## src/rtl/apb_csr_pkg.sv

```systemverilog
package apb_csr_pkg;

   typedef enum logic [1:0] {
      SLOT_CTRL_A = 2'd0,
      SLOT_STATUS = 2'd1,
      SLOT_TRIG   = 2'd2,
      SLOT_CTRL_B = 2'd3
   } slot_e;

   typedef struct packed {
      logic  hit;
      logic  can_rd;
      logic  can_wr;
      slot_e slot;
   } dec_t;

   localparam int unsigned SLOT_LSB = 2;
   localparam int unsigned MAP_TOP  = 4;

endpackage

```

## src/rtl/apb_csr_decode.sv

```systemverilog
module apb_csr_decode
   import apb_csr_pkg::*;
#(
   parameter int ADDR_W = 12
) (
   input  logic [ADDR_W-1:0] paddr,
   output dec_t              dec
);
   logic [1:0] unused_lsb;
   assign unused_lsb = paddr[1:0];

   always_comb begin
      dec.hit    = (paddr[ADDR_W-1:MAP_TOP] == '0);
      dec.slot   = slot_e'(paddr[MAP_TOP-1:SLOT_LSB]);
      dec.can_rd = (dec.slot != SLOT_TRIG);
      dec.can_wr = (dec.slot != SLOT_STATUS);
   end
endmodule

```

## src/rtl/apb_csr_lane_mask.sv

```systemverilog
module apb_csr_lane_mask #(
   parameter int DATA_W    = 32,
   parameter bit APB4_MODE = 1'b1,
   localparam int STRB_W   = DATA_W / 8
) (
   input  logic [STRB_W-1:0] pstrb,
   output logic [DATA_W-1:0] mask
);
   generate
      if (APB4_MODE) begin : g_strobed
         for (genvar i = 0; i < STRB_W; i++) begin : g_lane
            assign mask[8*i +: 8] = {8{pstrb[i]}};
         end
      end else begin : g_full
         logic unused_strb;
         assign unused_strb = ^pstrb;
         assign mask = '1;
      end
   endgenerate
endmodule

```

## src/rtl/apb_csr_err.sv

```systemverilog
module apb_csr_err
   import apb_csr_pkg::*;
#(
   parameter bit APB4_MODE = 1'b1,
   parameter bit CHK_ADDR  = 1'b1,
   parameter bit CHK_DIR   = 1'b1
) (
   input  logic access,
   input  logic pwrite,
   input  dec_t dec,
   output logic err
);
   generate
      if (APB4_MODE) begin : g_apb4
         logic bad_addr, bad_dir;
         if (CHK_ADDR) begin : g_addr
            assign bad_addr = ~dec.hit;
         end else begin : g_no_addr
            assign bad_addr = 1'b0;
         end
         if (CHK_DIR) begin : g_dir
            assign bad_dir = dec.hit & (pwrite ? ~dec.can_wr : ~dec.can_rd);
         end else begin : g_no_dir
            assign bad_dir = 1'b0;
         end
         assign err = access & (bad_addr | bad_dir);
      end else begin : g_apb3
         logic unused_in;
         assign unused_in = ^{access, pwrite, dec};
         assign err = 1'b0;
      end
   endgenerate
endmodule

```

## src/rtl/apb_csr_field.sv

```systemverilog
module apb_csr_field #(
   parameter int DATA_W = 32
) (
   input  logic              clk,
   input  logic              rst_n,
   input  logic              we,
   input  logic [DATA_W-1:0] mask,
   input  logic [DATA_W-1:0] wdata,
   output logic [DATA_W-1:0] q
);
   always_ff @(posedge clk or negedge rst_n) begin
      if (!rst_n)  q <= '0;
      else if (we) q <= (q & ~mask) | (wdata & mask);
   end
endmodule

```

## src/rtl/apb_csr_port.sv

```systemverilog
module apb_csr_port
   import apb_csr_pkg::*;
#(
   parameter int  ADDR_W    = 12,
   parameter int  DATA_W    = 32,
   parameter bit  APB4_MODE = 1'b1,
   parameter bit  CHK_ADDR  = 1'b1,
   parameter bit  CHK_DIR   = 1'b1,
   localparam int STRB_W    = DATA_W / 8
) (
   input  logic              pclk,
   input  logic              presetn,
   input  logic              psel,
   input  logic              penable,
   input  logic              pwrite,
   input  logic [ADDR_W-1:0] paddr,
   input  logic [DATA_W-1:0] pwdata,
   input  logic [STRB_W-1:0] pstrb,
   input  logic [2:0]        pprot,
   output logic [DATA_W-1:0] prdata,
   output logic              pready,
   output logic              pslverr,
   input  logic [DATA_W-1:0] status_in,
   output logic [DATA_W-1:0] ctrl_a,
   output logic [DATA_W-1:0] ctrl_b,
   output logic [DATA_W-1:0] trig_data,
   output logic              trig_pulse
);
   localparam int NUM_CTRL = 2;

   generate
      if (DATA_W < 8 || (DATA_W % 8) != 0) begin : g_bad_width
         $error("apb_csr_port: DATA_W must be a positive multiple of 8");
      end
      if (ADDR_W <= MAP_TOP) begin : g_bad_addr
         $error("apb_csr_port: ADDR_W must exceed the mapped window");
      end
   endgenerate

   logic unused_prot;
   assign unused_prot = ^pprot;

   logic              access, err, wr_ok, rd_ok;
   dec_t              dec;
   logic [DATA_W-1:0] lane_mask, rd_val;
   logic [DATA_W-1:0] ctrl_q [NUM_CTRL];

   assign access = psel & penable;

   apb_csr_decode #(.ADDR_W(ADDR_W)) i_decode (
      .paddr (paddr),
      .dec   (dec)
   );

   apb_csr_err #(
      .APB4_MODE (APB4_MODE),
      .CHK_ADDR  (CHK_ADDR),
      .CHK_DIR   (CHK_DIR)
   ) i_err (
      .access (access),
      .pwrite (pwrite),
      .dec    (dec),
      .err    (err)
   );

   apb_csr_lane_mask #(.DATA_W(DATA_W), .APB4_MODE(APB4_MODE)) i_mask (
      .pstrb (pstrb),
      .mask  (lane_mask)
   );

   assign wr_ok = access & pwrite  & dec.hit & dec.can_wr & ~err;
   assign rd_ok = access & ~pwrite & dec.hit & dec.can_rd & ~err;

   generate
      for (genvar g = 0; g < NUM_CTRL; g++) begin : g_ctrl
         localparam slot_e MY_SLOT = (g == 0) ? SLOT_CTRL_A : SLOT_CTRL_B;
         apb_csr_field #(.DATA_W(DATA_W)) i_field (
            .clk   (pclk),
            .rst_n (presetn),
            .we    (wr_ok && dec.slot == MY_SLOT),
            .mask  (lane_mask),
            .wdata (pwdata),
            .q     (ctrl_q[g])
         );
      end
   endgenerate

   logic trig_we;
   assign trig_we = wr_ok && dec.slot == SLOT_TRIG;

   apb_csr_field #(.DATA_W(DATA_W)) i_trig (
      .clk   (pclk),
      .rst_n (presetn),
      .we    (trig_we),
      .mask  (lane_mask),
      .wdata (pwdata),
      .q     (trig_data)
   );

   always_ff @(posedge pclk or negedge presetn) begin
      if (!presetn) trig_pulse <= 1'b0;
      else          trig_pulse <= trig_we;
   end

   always_comb begin
      unique case (dec.slot)
         SLOT_CTRL_A: rd_val = ctrl_q[0];
         SLOT_STATUS: rd_val = status_in;
         SLOT_CTRL_B: rd_val = ctrl_q[1];
         default:     rd_val = '0;
      endcase
   end

   assign prdata  = rd_ok ? rd_val : '0;
   assign pready  = access;
   assign pslverr = err;
   assign ctrl_a  = ctrl_q[0];
   assign ctrl_b  = ctrl_q[1];
endmodule

```

## config.mk

```make
export PLATFORM = sky130hd
export DESIGN_NAME = apb_csr_port
export DESIGN_NICKNAME = d
export VERILOG_FILES = /design/src/rtl/apb_csr_pkg.sv /design/src/rtl/apb_csr_decode.sv /design/src/rtl/apb_csr_lane_mask.sv /design/src/rtl/apb_csr_err.sv /design/src/rtl/apb_csr_field.sv /design/src/rtl/apb_csr_port.sv
export SDC_FILE = /design/constraint.sdc
export NUM_CORES = 1
export LEC_CHECK = 0
export ABC_CLOCK_PERIOD_IN_PS = 7600
export BUFFER_PORTS_ARGS = -buffer_cell sky130_fd_sc_hd__buf_2
export CORE_ASPECT_RATIO = 0.6
export CORE_MARGIN = 2
export CORE_UTILIZATION = 51
export DETAILED_ROUTE_END_ITERATION = 10
export PLACE_DENSITY = 0.91
export SYNTH_ARGS = -nofsm -noshare
export SYNTH_HDL_FRONTEND = slang
export SYNTH_SLANG_ARGS = --single-unit
```

## constraint.sdc

```tcl
create_clock -name pclk -period 7.6 [get_ports pclk]
set_input_delay 1.52 -clock pclk [delete_from_list [all_inputs] [get_ports pclk]]
set_output_delay 1.52 -clock pclk [all_outputs]
set_load 0.05 [all_outputs]
```

==> reports/qor.csv, run 1 <==
stage,metric,value,unit
status,status,finished clean,
run,cap_violations,0,
power,power_density,171,mW/mm^2
placed_design,port-buffer-count,213,
die,die_x,129,um
setup_path,crit_arrival,4.27,ns
sta,finalHoldViolCount,0,
setup_path,critical_path_class,in -> out,
power,cellLeakagePower,3.44,nW
sta,rsz0062_at_grt,no,
setup_path,r2r_cells,1,
routing,drt_iter0_markers,127,
cts,cts_tree,yes,
routing,wl,12.6,mm
setup_path,cp.required,6.08,ns
cts,cts_setup_buffers,0,
synthesis,yosysSeqAreaShare,51.2,%
cts,path_clk_slew,0.07,ns
setup_path,endpoint_kind,primary output,
global_route,antenna_found_initial,0,
global_route,grt.total_usage,25.4,%
synthesis,syn-mean-instance-area,13.8,um^2
sta,hold_ws,0.485,ns
power,power_switching,242,uW
power,power.internal,814,uW
cts,cts-resized-gates,0,
cells_and_area,drive_above_1_share,66.8,%
hold_path,hold_class,reg -> reg,
sta,tns,0,ns
die,rows,27,
routing,antenna_left,0,
hold_path,worstHoldPathCells,1,
sta,finalClockSkew,0,ns
cts,insertion_delay,0.33,ns
routing,wire_per_inst,18.9,um
cells_and_area,nets,637,
power,p_clk_share,42.8,%
placed_design,dpl_worst_slack,1.84,ns
global_route,grt_pass1_vias,3892,
sta,worst_pin_slew,1.26,ns
routing,routed_via_density,5.71,
sta,fmax,0.173,GHz
cells_and_area,final-seq-area,0.00243,mm^2
sta,relSlewSlack,15.5,%
power,vdd_drop_max,0.151,mV
die,die_h,78.7,um
placed_design,gp_congestion,0.836,
synthesis,synth_nets,431,
placed_design,dpl.hpwl,9.27,mm
synthesis,synth_cells,343,
cts,numCtsBuffers,9,
die,io_pins,219,
sta,fin_crit,5.79,ns
synthesis,synth.distinct_cells,21,
synthesis,syn-cell-area,0.00474,mm^2
routing,post-route-drc-count,0,
cells_and_area,num_antenna_cells,0,
sta,slew_violations,0,
cells_and_area,n_fill_cell,659,
routing,vias,3826,
setup_path,start_kind,input port,
cts,cts.sinks,97,
global_route,overflow,0,
power,p_comb_share,8.1,%
power,p_sw_share,22.9,%
cts,cts_root_buffer,clkbuf_16,
global_route,grt_pass1_wl,19.8,mm
sta,setup_violations,0,
synthesis,ys_seq_elements,97,
sta,period_share,76.1,%
cts,cts.path.max_buffers,2,
routing,firstDrtPassIters,4,
cts,htree_levels,3,
sta,timing.final.ws_setup,1.81,ns
setup_path,critPathMaxFanout,37,
synthesis,yosysWarnings,0,
cts,hold_buffers,0,
die,coreArea,0.00912,mm^2
die,die_area,0.0101,mm^2
die,start_util,52.0,%
cells_and_area,area_growth,30.5,%
power,p_seq_share,49.1,%
setup_path,r2r_setup_slack,6.78,ns
global_route,grt_max_degree,51,
cells_and_area,layout_common_cells,"buf_2 (212), mux2_2 (124), dfrtp_1 (97)",
cells_and_area,multi_input_area,0.00221,mm^2
cells_and_area,mostFrequentLayoutCell,buf_2,
-- power groups by stage --
stage / clock [mW] / sequential (mW) / combinational, mW
after CTS: 0.461 / 0.518 / 0.0860
after detailed placement: 0 / 0.528 / 0.0857
after global placement: 0 / 0.528 / 0.0819
after floorplan: 0 / 0.532 / 0.0366
after global routing: 0.482 / 0.518 / 0.0937
final: 0.452 / 0.518 / 0.0853
-- metal layers --
layer	global-route usage [%]	wire [um]
met2	45.5	6480
met3	6.06	812
met5	0	0
met4	6.20	112
met1	31.4	5240
-- synthesized netlist by cell type (all sizes together) --
cell	number	area, um^2
mux2	128	1440
dfrtp	97	2430
a22oi	32	240
nor3	32	160
clkbuf	19	71.3
nor4	14	268
buf	4	32.5
nand4	4	25.0
nand2	2	7.51
nand3b	2	15.0
or4	2	15.0
and2	1	6.26
inv	1	3.75
nand2b	1	6.26
nor2	1	3.75
o21ai	1	5.00
o31a	1	8.76
or2	1	6.26
-- logic make-up after synthesis --
group | Yosys count | share of synthesized area (%)
compound gates | 34 | 5.35
buf+inv | 24 | 2.27
flops | 97 | 51.2
mux | 128 | 30.4
simple gates | 60 | 10.8
-- worst max-delay path, cell delays in order --
cell and delay (ns):
buf_2 0.59, nand2b_1 0.53, nand3b_1 0.64, buf_4 0.44
nor3_1 0.20, buf_2 0.32
-- how the worst max path moves through the flow --
stage,start,end,slack [ns],depth (start not counted)
6_report,paddr[2],prdata[4],1.81,6
4_1_cts,paddr[2],prdata[9],1.83,6
3_3_place_gp,paddr[2],prdata[29],1.95,6
2_1_floorplan,paddr[5],prdata[10],2.10,6
3_5_place_dp,paddr[2],prdata[9],1.84,6
5_1_grt,paddr[2],prdata[9],1.57,6
-- area by class of cell --
class	instances	area share, %
multi-input combinational	222	35.7
inverter	1	0.0606
clock inverter	4	0.849
clock buffer	12	3.98
sequential	97	39.2
timing repair buffer	218	17.9
tap	116	2.34
-- stage by stage --
stage	area (um^2)	instances	power, mW	util [%]
finish	6190	670	1.06	67.9
global route	6190	670	1.09	67.9
CTS	6190	670	1.07	67.9
detailed placement	5890	654	0.614	64.6
global placement	5890	654	0.610	64.6
floorplan	4740	343	0.569	-
Note: power is estimated with default switching activity, not from simulation.
==> run 2: changes to the inputs <==
--- a/config.mk
+++ b/config.mk
@@ -5,13 +5,14 @@
 export SDC_FILE = /design/constraint.sdc
 export NUM_CORES = 1
 export LEC_CHECK = 0
-export ABC_CLOCK_PERIOD_IN_PS = 7600
+export ABC_AREA = 1
+export ABC_CLOCK_PERIOD_IN_PS = 5200
 export BUFFER_PORTS_ARGS = -buffer_cell sky130_fd_sc_hd__buf_2
 export CORE_ASPECT_RATIO = 0.6
 export CORE_MARGIN = 2
-export CORE_UTILIZATION = 51
+export CORE_UTILIZATION = 42
 export DETAILED_ROUTE_END_ITERATION = 10
-export PLACE_DENSITY = 0.91
+export PLACE_DENSITY = 0.81
 export SYNTH_ARGS = -nofsm -noshare
 export SYNTH_HDL_FRONTEND = slang
 export SYNTH_SLANG_ARGS = --single-unit
==> constraint.sdc (replaced) <==
create_clock -name pclk -period 5.2 [get_ports pclk]
set_input_delay 1.04 -clock pclk [delete_from_list [all_inputs] [get_ports pclk]]
set_output_delay 1.04 -clock pclk [all_outputs]
set_load 0.05 [all_outputs]
==> run 2 against run 1 <==
  * Clock power is 46% higher
  * Cell count is 39% higher
  * Flip-flop and latch count stayed put
  * Die area is 17% higher
  * Sequential share of layout area is 0.90 points higher
  * Area after synthesis is 2.7% lower
  * Via count is 31% higher
  * Clock skew stayed put
  * Largest cell class unchanged
  * Largest power group unchanged
==> reports/qor.csv, run 2 <==
stage,metric,value,unit,change
status,status,finished clean,,
setup_path,max_stage_delay,0.55,ns,-0.09 ns
synthesis,synth.distinct_cells,17,,-19%
cts,htree_levels,3,,unchanged
sta,period_share,76.9,%,
cells_and_area,area_growth,31.1,%,
cells_and_area,fin_util,56.9,%,-11 points
synthesis,synthArstFlopShare,100,%,unchanged
synthesis,yosysSeqAreaShare,52.6,%,+1.4 points
routing,post-route-drc-count,0,,unchanged
sta,fmax,0.250,GHz,
sta,worst_pin_slew,0.906,ns,-0.358 ns
setup_path,crit_end,prdata[15],,
routing,wire_per_inst,16.4,um,-13%
setup_path,cp.required,4.16,ns,-1.92 ns
die,die_x,139,um,+8.4%
cells_and_area,num_antenna_cells,0,,unchanged
synthesis,yosys.area.top_type,dfrtp_1,,
cells_and_area,layout_common_cells,"nand2_1 (262), buf_2 (212), nand3_1 (129)",,
die,die_area,0.0119,mm^2,+17%
sta,rsz0062_at_grt,no,,
cts,cts_setup_buffers,0,,unchanged
setup_path,r2r_setup_slack,4.50,ns,-2.28 ns
cells_and_area,mostFrequentLayoutCell,nand2_1,,
cts,hold_buffers,0,,unchanged
synthesis,synth_cells,591,,+72%
cells_and_area,drive_above_1_share,31.0,%,-36 points
power,cellLeakagePower,3.50,nW,+1.8%
synthesis,yosysMostFrequentCell,nand2_1,,
setup_path,slowest_stage,nand3_1,,
routing,antenna_left,0,,unchanged
cts,cts-resized-gates,0,,unchanged
power,fin_total_pwr,1.53,mW,+45%
placed_design,dpl.hpwl,10.8,mm,+17%
cts,numCtsBuffers,9,,unchanged
synthesis,syn-cell-area,0.00462,mm^2,-2.7%
synthesis,yosys-top-cells-area,"dfrtp_1 (53%), nand2_1 (21%), nand3_1 (14%)",,
setup_path,cp_common_cell,buf_2,,
power,power_density,253,mW/mm^2,+49%
routing,vias,4993,,+31%
cells_and_area,n_fill_cell,999,,+52%
global_route,grt.total_usage,25.6,%,+0.15 points
sta,finalHoldViolCount,0,,unchanged
synthesis,syn-mean-instance-area,7.81,um^2,-44%
routing,wl,15.2,mm,+20%
synthesis,ys_seq_elements,97,,unchanged
sta,finalClockSkew,0,ns,unchanged
setup_path,critPathMaxFanout,17,,-54%
setup_path,endpoint_kind,primary output,,
setup_path,startpoint,paddr[9],,
placed_design,gp_congestion,0.801,,-4.2%
die,rows,29,,+7.4%
placed_design,port-buffer-count,213,,unchanged
setup_path,start_kind,input port,,
setup_path,path_cells,"buf_2, nor2_1, nand2_1, nor2_2, nand3_1, buf_4, a31oi_1, buf_2",,
sta,setup_violations,0,,unchanged
run,cap_violations,0,,unchanged
cells_and_area,fin_area,0.00605,mm^2,-2.2%
routing,routed_via_density,5.37,,-6.0%
synthesis,synth_nets,679,,+58%
placed_design,dpl_worst_slack,1.23,ns,-0.612 ns
cts,cts_tree,yes,,
cts,cts.path.max_buffers,2,,unchanged
sta,timing.final.ws_setup,1.20,ns,-0.614 ns
setup_path,r2r_cells,2,,+1
global_route,grt_pass1_wl,23.9,mm,+21%
global_route,antenna_found_initial,0,,unchanged
cts,path_clk_slew,0.06,ns,about the same
global_route,overflow,0,,unchanged
sta,fin_crit,4.00,ns,
die,die_h,85.2,um,+8.3%
cts,cts.sinks,97,,unchanged
routing,firstDrtPassIters,5,,+1
setup_path,critical_path_class,in -> out,,
placed_design,place_area,0.00575,mm^2,-2.4%
routing,drt_iter0_markers,323,,+150%
die,io_pins,219,,unchanged
power,vdd_drop_max,0.136,mV,-10%
sta,relSlewSlack,39.4,%,+24 points
synthesis,synth_top_cell_area_share,52.6,%,+1.4 points
sta,tns,0,ns,unchanged
synthesis,synth_ff_type,dfrtp_1,,
synthesis,synth-edff-count,0,,unchanged
global_route,grt_pass1_vias,4600,,+18%
cts,insertion_delay,0.33,ns,about the same
global_route,grt_max_degree,54,,+5.9%
sta,slew_violations,0,,unchanged
synthesis,yosysWarnings,0,,unchanged
setup_path,crit_arrival,2.96,ns,-1.31 ns
die,coreArea,0.0106,mm^2,+17%
cells_and_area,nets,874,,+37%
die,start_util,43.4,%,-8.6 points
hold_path,hold_class,reg -> reg,,
synthesis,synthTopCellsByCount,"nand2_1 (262), nand3_1 (129), dfrtp_1 (97), a31oi_1 (32), clkbuf_1 (22)",,
cts,cts_root_buffer,clkbuf_16,,
run 2: changes by cell type after synthesis, sizes merged, moves of 8 or more:
cell / previous run / this run
mux2: 128 / 0
nor2: 1 / 12
a22oi: 32 / 0
nand4: 4 / 12
nand2: 2 / 263
a31oi: 0 / 32
buf: 4 / 17
nand3: 0 / 129
nor4: 14 / 0
nor3: 32 / 0
run 2: layout make-up:
cell class              count  area (um^2)  area share, %
inverters                   5         18.8          0.310
flip-flops and latches     97         2430           40.1
repair buffers            223         1140           18.9
multi-input cells         450         1990           32.9
well taps                 139          174           2.87
clock inverters             4         52.6          0.868
clock buffers              12          246           4.07
run 2: worst max-delay path: cells and delay by family:
family / cells / cell delay [ns]
compound gates: 1 / 0.18
simple gates: 4 / 0.90
buf+inv: 3 / 0.83
run 2: cells by family (layout without fill, tap and decap cells):
logic type	count (synthesis)	after routing	share of synthesized area (%)
flip-flops	97	97	52.6
AND/OR/NAND/NOR	416	416	38.3
buffers and inverters	44	244	4.53
AO/OA/AOI/OAI	34	34	4.55
run 2: layer usage:
metal	vias up	GRT usage [%]	wire length (um)
li1	2358	-	-
met1	2377	37.1	6890
met2	248	39.7	6750
met3	10	6.04	1480
met4	0	5.05	102
met5	-	0	0
run 2: through the flow:
| step | hold slack, ns | cells |
|---|---|---|
| 5_1_grt | 0.491 | 930 |
| 6_report | 0.475 | 930 |
| 4_1_cts | 0.476 | 930 |
| 3_5_place_dp | 0.461 | 914 |
| 3_3_place_gp | 0.458 | 914 |
| 2_1_floorplan | 0.744 | 591 |
run 2: worst min-delay path by stage:
stage	start	endpoint	slack [ns]	cells past startpoint
after floorplan	presetn	asynchronous set/reset pin	0.74	0
after global placement	flop	flop	0.46	2
after detailed placement	flop	flop	0.46	2
after CTS	flop	flop	0.48	2
after global routing	flop	flop	0.49	2
final	flop	flop	0.47	2
run 2: report_power, final:
group	total [mW]	internal, mW	switching (mW)
Clock	0.661	0.387	0.275
Sequential	0.757	0.756	0.00111
Combinational	0.115	0.0332	0.0816
